<file path="src/rtl/cons_pkg.sv">
package cons_pkg;

    localparam int unsigned DW = 8;

    typedef logic [DW-1:0] byte_t;

    // control register image: bit 7 interrupt enable, bit 6 throttle
    localparam int unsigned CTL_IE_BIT  = 7;
    localparam int unsigned CTL_THR_BIT = 6;

    typedef struct packed {
        logic rx_ie;
        logic rx_thr;
    } ctl_t;

    typedef enum logic [1:0] {
        SEL_NONE = 2'd0,
        SEL_STAT = 2'd1,
        SEL_DATA = 2'd2
    } sel_e;

    function automatic sel_e port_sel(input byte_t addr, input byte_t base);
        if (addr == base)
            return SEL_STAT;
        else if (addr == byte_t'(base + byte_t'(1)))
            return SEL_DATA;
        else
            return SEL_NONE;
    endfunction

    function automatic ctl_t ctl_from_byte(input byte_t b);
        ctl_t c;
        c.rx_ie  = b[CTL_IE_BIT];
        c.rx_thr = b[CTL_THR_BIT];
        return c;
    endfunction

    function automatic byte_t status_byte(input logic rx_full, input logic tx_rdy);
        return {6'b0, tx_rdy, rx_full};
    endfunction

endpackage

</file>
<file path="src/rtl/cons_tick.sv">
module cons_tick #(
    parameter int unsigned TICK_LOG2 = 8
) (
    input  logic clk,
    input  logic rst,
    output logic tick
);
    logic [TICK_LOG2-1:0] cnt;

    always_ff @(posedge clk) begin
        if (rst)
            cnt <= '0;
        else
            cnt <= cnt + 1'b1;
    end

    assign tick = (cnt == '0);
endmodule

</file>
<file path="src/rtl/cons_rx.sv">
module cons_rx (
    input  logic clk,
    input  logic rst,
    input  logic tick,
    input  logic throttle,
    input  logic rd_data,
    input  logic host_rx_valid,
    output logic host_rx_ready,
    output logic rx_full
);
    logic take;

    assign take          = rd_data && rx_full;
    assign host_rx_ready = take;

    always_ff @(posedge clk) begin
        if (rst)
            rx_full <= 1'b0;
        else if (take)
            rx_full <= 1'b0;
        else if (tick && !throttle && host_rx_valid)
            rx_full <= 1'b1;
    end
endmodule

</file>
<file path="src/rtl/cons_tx.sv">
module cons_tx
    import cons_pkg::*;
(
    input  logic  clk,
    input  logic  rst,
    input  logic  wr_data,
    input  byte_t wdata,
    input  logic  host_tx_ready,
    output logic  host_tx_valid,
    output byte_t host_tx_data
);
    always_ff @(posedge clk) begin
        if (rst) begin
            host_tx_valid <= 1'b0;
            host_tx_data  <= '0;
        end else if (host_tx_valid) begin
            if (host_tx_ready)
                host_tx_valid <= 1'b0;
        end else if (wr_data) begin
            host_tx_valid <= 1'b1;
            host_tx_data  <= wdata;
        end
    end
endmodule

</file>
<file path="src/rtl/cons_port.sv">
module cons_port
    import cons_pkg::*;
#(
    parameter logic [7:0]  BASE_ADDR = 8'h80,
    parameter int unsigned TICK_LOG2 = 8
) (
    input  logic       clk,
    input  logic       rst,
    input  logic [7:0] io_addr,
    input  logic       io_rd,
    input  logic       io_wr,
    input  logic [7:0] io_wdata,
    output logic [7:0] io_rdata,
    input  logic       host_rx_valid,
    input  logic [7:0] host_rx_data,
    output logic       host_rx_ready,
    output logic       host_tx_valid,
    output logic [7:0] host_tx_data,
    input  logic       host_tx_ready,
    output logic       irq_n
);
    sel_e sel;
    ctl_t ctl;
    logic tick;
    logic rx_full;
    logic rd_data;
    logic wr_data;
    logic wr_ctl;
    logic tx_rdy;

    assign sel     = port_sel(io_addr, BASE_ADDR);
    assign rd_data = io_rd && (sel == SEL_DATA);
    assign wr_data = io_wr && (sel == SEL_DATA);
    assign wr_ctl  = io_wr && (sel == SEL_STAT);

    always_ff @(posedge clk) begin
        if (rst)
            ctl <= '0;
        else if (wr_ctl)
            ctl <= ctl_from_byte(io_wdata);
    end

    cons_tick #(.TICK_LOG2(TICK_LOG2)) u_tick (
        .clk  (clk),
        .rst  (rst),
        .tick (tick)
    );

    cons_rx u_rx (
        .clk           (clk),
        .rst           (rst),
        .tick          (tick),
        .throttle      (ctl.rx_thr),
        .rd_data       (rd_data),
        .host_rx_valid (host_rx_valid),
        .host_rx_ready (host_rx_ready),
        .rx_full       (rx_full)
    );

    cons_tx u_tx (
        .clk           (clk),
        .rst           (rst),
        .wr_data       (wr_data),
        .wdata         (io_wdata),
        .host_tx_ready (host_tx_ready),
        .host_tx_valid (host_tx_valid),
        .host_tx_data  (host_tx_data)
    );

    assign tx_rdy = host_tx_ready && !host_tx_valid;

    always_comb begin
        io_rdata = '0;
        if (io_rd) begin
            unique case (sel)
                SEL_STAT: io_rdata = status_byte(rx_full, tx_rdy);
                SEL_DATA: io_rdata = rx_full ? host_rx_data : '0;
                default:  io_rdata = '0;
            endcase
        end
    end

    assign irq_n = !(rx_full && ctl.rx_ie);
endmodule

</file>
<file path="config.mk">
export PLATFORM = sky130hd
export DESIGN_NAME = cons_port
export DESIGN_NICKNAME = d
export VERILOG_FILES = /design/src/rtl/cons_pkg.sv /design/src/rtl/cons_tick.sv /design/src/rtl/cons_rx.sv /design/src/rtl/cons_tx.sv /design/src/rtl/cons_port.sv
export SDC_FILE = /design/constraint.sdc
export NUM_CORES = 1
export LEC_CHECK = 0
export BUFFER_PORTS_ARGS = -buffer_cell sky130_fd_sc_hd__buf_2
export CAP_MARGIN = 20
export CORE_ASPECT_RATIO = 1.75
export CORE_UTILIZATION = 25
export CTS_BUF_LIST = sky130_fd_sc_hd__clkbuf_4
export DETAILED_ROUTE_END_ITERATION = 12
export GPL_TIMING_DRIVEN = 0
export SLEW_MARGIN = 5
export SYNTH_ARGS = -nofsm -noshare
export SYNTH_HDL_FRONTEND = slang
export SYNTH_SLANG_ARGS = --single-unit
</file>
<file path="constraint.sdc">
create_clock -name clk -period 4 [get_ports clk]
set_input_delay 0.6 -clock clk [delete_from_list [all_inputs] [get_ports clk]]
set_output_delay 0.6 -clock clk [all_outputs]
set_load 0.01 [all_outputs]
</file>
**After elaboration in Yosys (flattened, before gate mapping)**

Index checks and enable logic that the tools add are counted.

- Register bits: 20
- Bits of input ports: 30
- Output and inout port bits: 19
- Logic and storage cells: 34

- $add $sub $neg: 1
- Equal/unequal tests: 4
- Multiplexer cells: 8
- Bitwise operators: 1
- Reductions and logical operators: 14

Operators by type and width:

| cell | number |
|---|---|
| == test 8 bit (second input constant) | 2 |
| 2-to-1 mux 8 bit | 2 |
| case mux 8 bit (2 select lines) | 1 |
| adder 8 x 1 -> 8 bit (second input constant) | 1 |
| logical AND 1 bit | 8 |
| logical NOT 8 bit | 1 |
| 2-to-1 mux 2 bit | 2 |
| logical NOT 1 bit | 3 |
| 2-to-1 mux 1 bit | 3 |
| == test 2 x 1 -> 1 bit (second input constant) | 1 |
| == test 2 bit (second input constant) | 1 |
| AND reduction 2 bit | 1 |
| OR reduction 2 bit | 1 |
| NOT 1 bit | 1 |

**Depth between registers and ports, before layout**

- Depth in word-level cells: 7
- Depth in mapped cells: 5
- Mapped depth without buffers: 5

**Hierarchy**

Synthesis repeated with hierarchy kept, for this count alone.

- Cell total of the unflattened synthesis: 112
- Area total of the unflattened synthesis: 1,056.0 µm²

By module, submodules not included:

| module | times used | cells each | area an instance (µm²) | sequential area each (µm²) |
|---|---|---|---|---|
| cons_tx | 1 | 38 | 422.9 | 180.2 |
| cons_tick | 1 | 38 | 342.8 | 160.2 |
| cons_port | 1 | 31 | 240.2 | 40.0 |
| cons_rx | 1 | 5 | 50.0 | 20.0 |

**Least setup slack after synthesis**

Ideal clock, no wire load.

- Path kind: input to output
- Start point: input io_addr[1]
- End point: output io_rdata[2]
- Arrival: 1,716 ps
- Required time: 3,400 ps
- Setup slack: 1,684 ps
- Stages on the path: 3
- Buffers on the path: 0
- Cells stage by stage: or4b_1 > nor3_4 > and2_1

- Word-level cells in the longest chain between the ends: 6
- Elaborated cells on any way between the ends: 8
- Classes of those cells: 4 x eq/ne; 4 x mux

RTL lines:

| what | line | RTL |
|---|---|---|
| start: declaration | cons_port.sv:9 | `input logic [7:0] io_addr,` |
| == test 8 bit | cons_pkg.sv:25 | `else if (addr == byte_t'(base + byte_t'(1)))` |
| 2-to-1 mux 2 bit | cons_pkg.sv:25 |  |
| 2-to-1 mux 2 bit (*) | cons_pkg.sv:23 | `if (addr == base)` |
| == test 2 bit / == test 2 x 1 -> 1 bit (equally long branches) | cons_port.sv:75 | `unique case (sel)` |
| case mux 8 bit (2 select lines) (*) | cons_port.sv:75 |  |
| 2-to-1 mux 8 bit (*) | cons_port.sv:74 | `if (io_rd) begin` |
| end: declaration | cons_port.sv:13 | `output logic [7:0] io_rdata,` |

Every way passes the cells marked *; elsewhere a longest branch is shown, timed or not.

**Worst setup path in the final report**

Ends and elaborated chain as after synthesis.

==> out/results.tsv <==
metric	value	unit
status	finished, final reports clean	
wirelength	2140	µm
endpoint	io_rdata[2]	
ff2ff_path_depth	4	
clk_root_buffer_cell	clkbuf_4	
drtAntennaViolNets	0	
timing_hold_violations_final	0	
critPathKind	in2out	
clock_latency	0.31	ns
synth_top_area_share	39.3	%
synth_ff_type	dfxtp_1	
tightest_slew	0.383	ns
final_nets	191	
port_buffers	47	
min_period	2.51	ns
cts_tree	yes	
required	3.40	ns
initialDrtViolationCount	13	
cts_sinks	20	
postCtsSetupRepairBufs	0	
ys_seq_area_share	39.3	%
synthDistinctLibCells	32	
powerDensity	303	mW/mm²
grt_pass1_vias	869	
initial_core_util	26.1	%
r2r-start	u_tick.cnt[0]	
grt_pass1_wl	3590	µm
critPathCaptureType	primary output	
ys_ff_latch	20	
syn2layout_area_growth	34.2	%
skew	0.00121	ns
p_leak	0.612	nW
synth_top_cell_by_area	dfxtp_1	
dpl.hpwl	1650	µm
die_h	86.4	µm
rrSetupSlack	2.70	ns
final_util	35.0	%
synth_edf_count	0	
fin_crit_sh	62.8	%
fin_tns_setup	0	ns
critical_path.most_common_cell	buf_2	
clockBufferDepth	2	
slew_headroom	74.1	%
synth_area_leaders	dfxtp_1 39%, nand2b_1 11%, mux2i_1 9.8%	
grt_antenna_before_repair	0	
rr_endpoint	u_tick.cnt[6]	
cts_buffers	3	
hp-class	reg2reg	
drt-pass1-iter-count	3	
num_rows	30	
crit_path_cell_trace	buf_2 > or4b_1 > nor3_4 > and2_1 > buf_2	
drc	0	
cts_resized	0	
wl_per_cell	10.4	µm
netlist_area	0.00102	mm²
rsz0062_at_grt	false	
layout-drive-gt1-share	36.1	%
crit_fanout	8	
irDropWorstVdd	0.154	mV
path_clk_slew	0.12	ns
startpoint_type	primary input	
finalSetupViolations	0	
synthTopCellsByCount	20 x dfxtp_1, 18 x nand2b_1, 10 x mux2i_1	
num_vias	917	
total_power	0.000414	W
io_pins	49	
synth_nets	139	
cap_viol_max_count	0	
track_usage	10.6	%
fp.coreArea	0.00390	mm²
syn-instance-count	107	
htree_levels	1	
grt_overflow	0	
setup.worst_path.start	io_addr[1]	
routabilityCongestion	0.704	
yosys_warnings	0	
max_stage_delay	0.61	ns
die_x	50.3	µm
grt_max_degree	13	
dieArea	0.00434	mm²
ctsHoldBuffers	0	
async_flop_share	0	%
slew_violations	0	
cp_slowest_cell	or4b_1	
yosysMostFrequentCell	dfxtp_1	
diodes	0	
avgSynthCellArea	9.52	µm²
worstPathArrival	1.91	ns
fmax	398	MHz
routed_via_density	4.45	
[worst min path at each step]
| stage | from | endpoint | slack (ns) | cells after the start |
|---|---|---|---|---|
| after detailed placement | u_tx.host_tx_data[7] | u_tx.host_tx_data[7] | 0.46 | 2 |
| after global routing | ctl[0] | ctl[0] | 0.50 | 2 |
| after floorplan | u_tick.cnt[0] | u_tick.cnt[0] | 0.45 | 1 |
| after global placement | u_tx.host_tx_data[3] | u_tx.host_tx_data[3] | 0.46 | 2 |
| final | u_tx.host_tx_data[3] | u_tx.host_tx_data[3] | 0.48 | 2 |
| after CTS | u_tx.host_tx_data[3] | u_tx.host_tx_data[3] | 0.49 | 2 |
[layout by cell type (no fill, tap or decap), drive strengths merged, types with 2 or more instances in the layout]
cell type / netlist / layout
a21oi: 3 / 3
and2: 6 / 6
buf: 3 / 50
clkbuf: 1 / 4
dfxtp: 20 / 20
ha: 2 / 2
inv: 3 / 3
mux2i: 10 / 10
nand2: 3 / 3
nand2b: 18 / 18
nand3: 4 / 4
nor2: 6 / 6
nor3: 4 / 4
nor4b: 3 / 3
o21ai: 4 / 4
or3: 3 / 3
or4b: 2 / 2
xor2: 2 / 2
[kinds of logic after synthesis]
group | share of synthesized area, %
AOI/OAI and AO/OA | 5.90
xor gates and xnor gates | 2.58
adders and majority gates | 2.46
buffers and inverters | 5.16
DFF | 39.3
muxes | 9.83
and+or+nand+nor | 34.8
[power breakdown]
group / internal [W] / leakage (nW) / switching (W)
registers: 0.000203 / 0.162 / 0.00000527
logic: 0.0000230 / 0.423 / 0.0000164
clock network: 0.000101 / 0.0279 / 0.0000653
[worst max-delay path, delay by kind of cell]
kind,cells,cell delay [ns]
buf+inv,2,0.22
simple gates,3,1.08
[final cells by class]
type,instances,area (µm²)
Buffer,4,37.5
Inverter,4,15.0
Timing Repair Buffer,47,235
Clock buffer,3,22.5
Multi-Input combinational cell,79,566
Tap cell,48,60.1
Clock inverter,1,30.0
Sequential cell,20,400
Fill cell,419,2540
[state kept, by name, summed over array words and instances (netlist names)]
register / flops
ctl: 2
u_rx.rx_full: 1
u_tick.cnt: 8
u_tx.host_tx_data: 8
u_tx.host_tx_valid: 1
[per-layer routing]
layer	track usage, %	up-vias	part of all wire, %
met3	1.93	5	7.3
met4	7.01	0	2.7
met1	10.8	402	42
met5	0	-	0
met2	18.9	40	48
li1	-	470	-
[stage by stage]
stage / hold slack [ns] / instances / area (µm²) / setup slack (ns)
detailed placement: 0.464 / 202 / 1310 / 1.48
global route: 0.504 / 206 / 1370 / 1.40
floorplan: 0.452 / 107 / 1020 / 1.68
global placement: 0.462 / 202 / 1310 / 1.47
CTS: 0.485 / 206 / 1370 / 1.47
finish: 0.480 / 206 / 1370 / 1.49
Note: power is estimated with default switching activity, not from simulation.
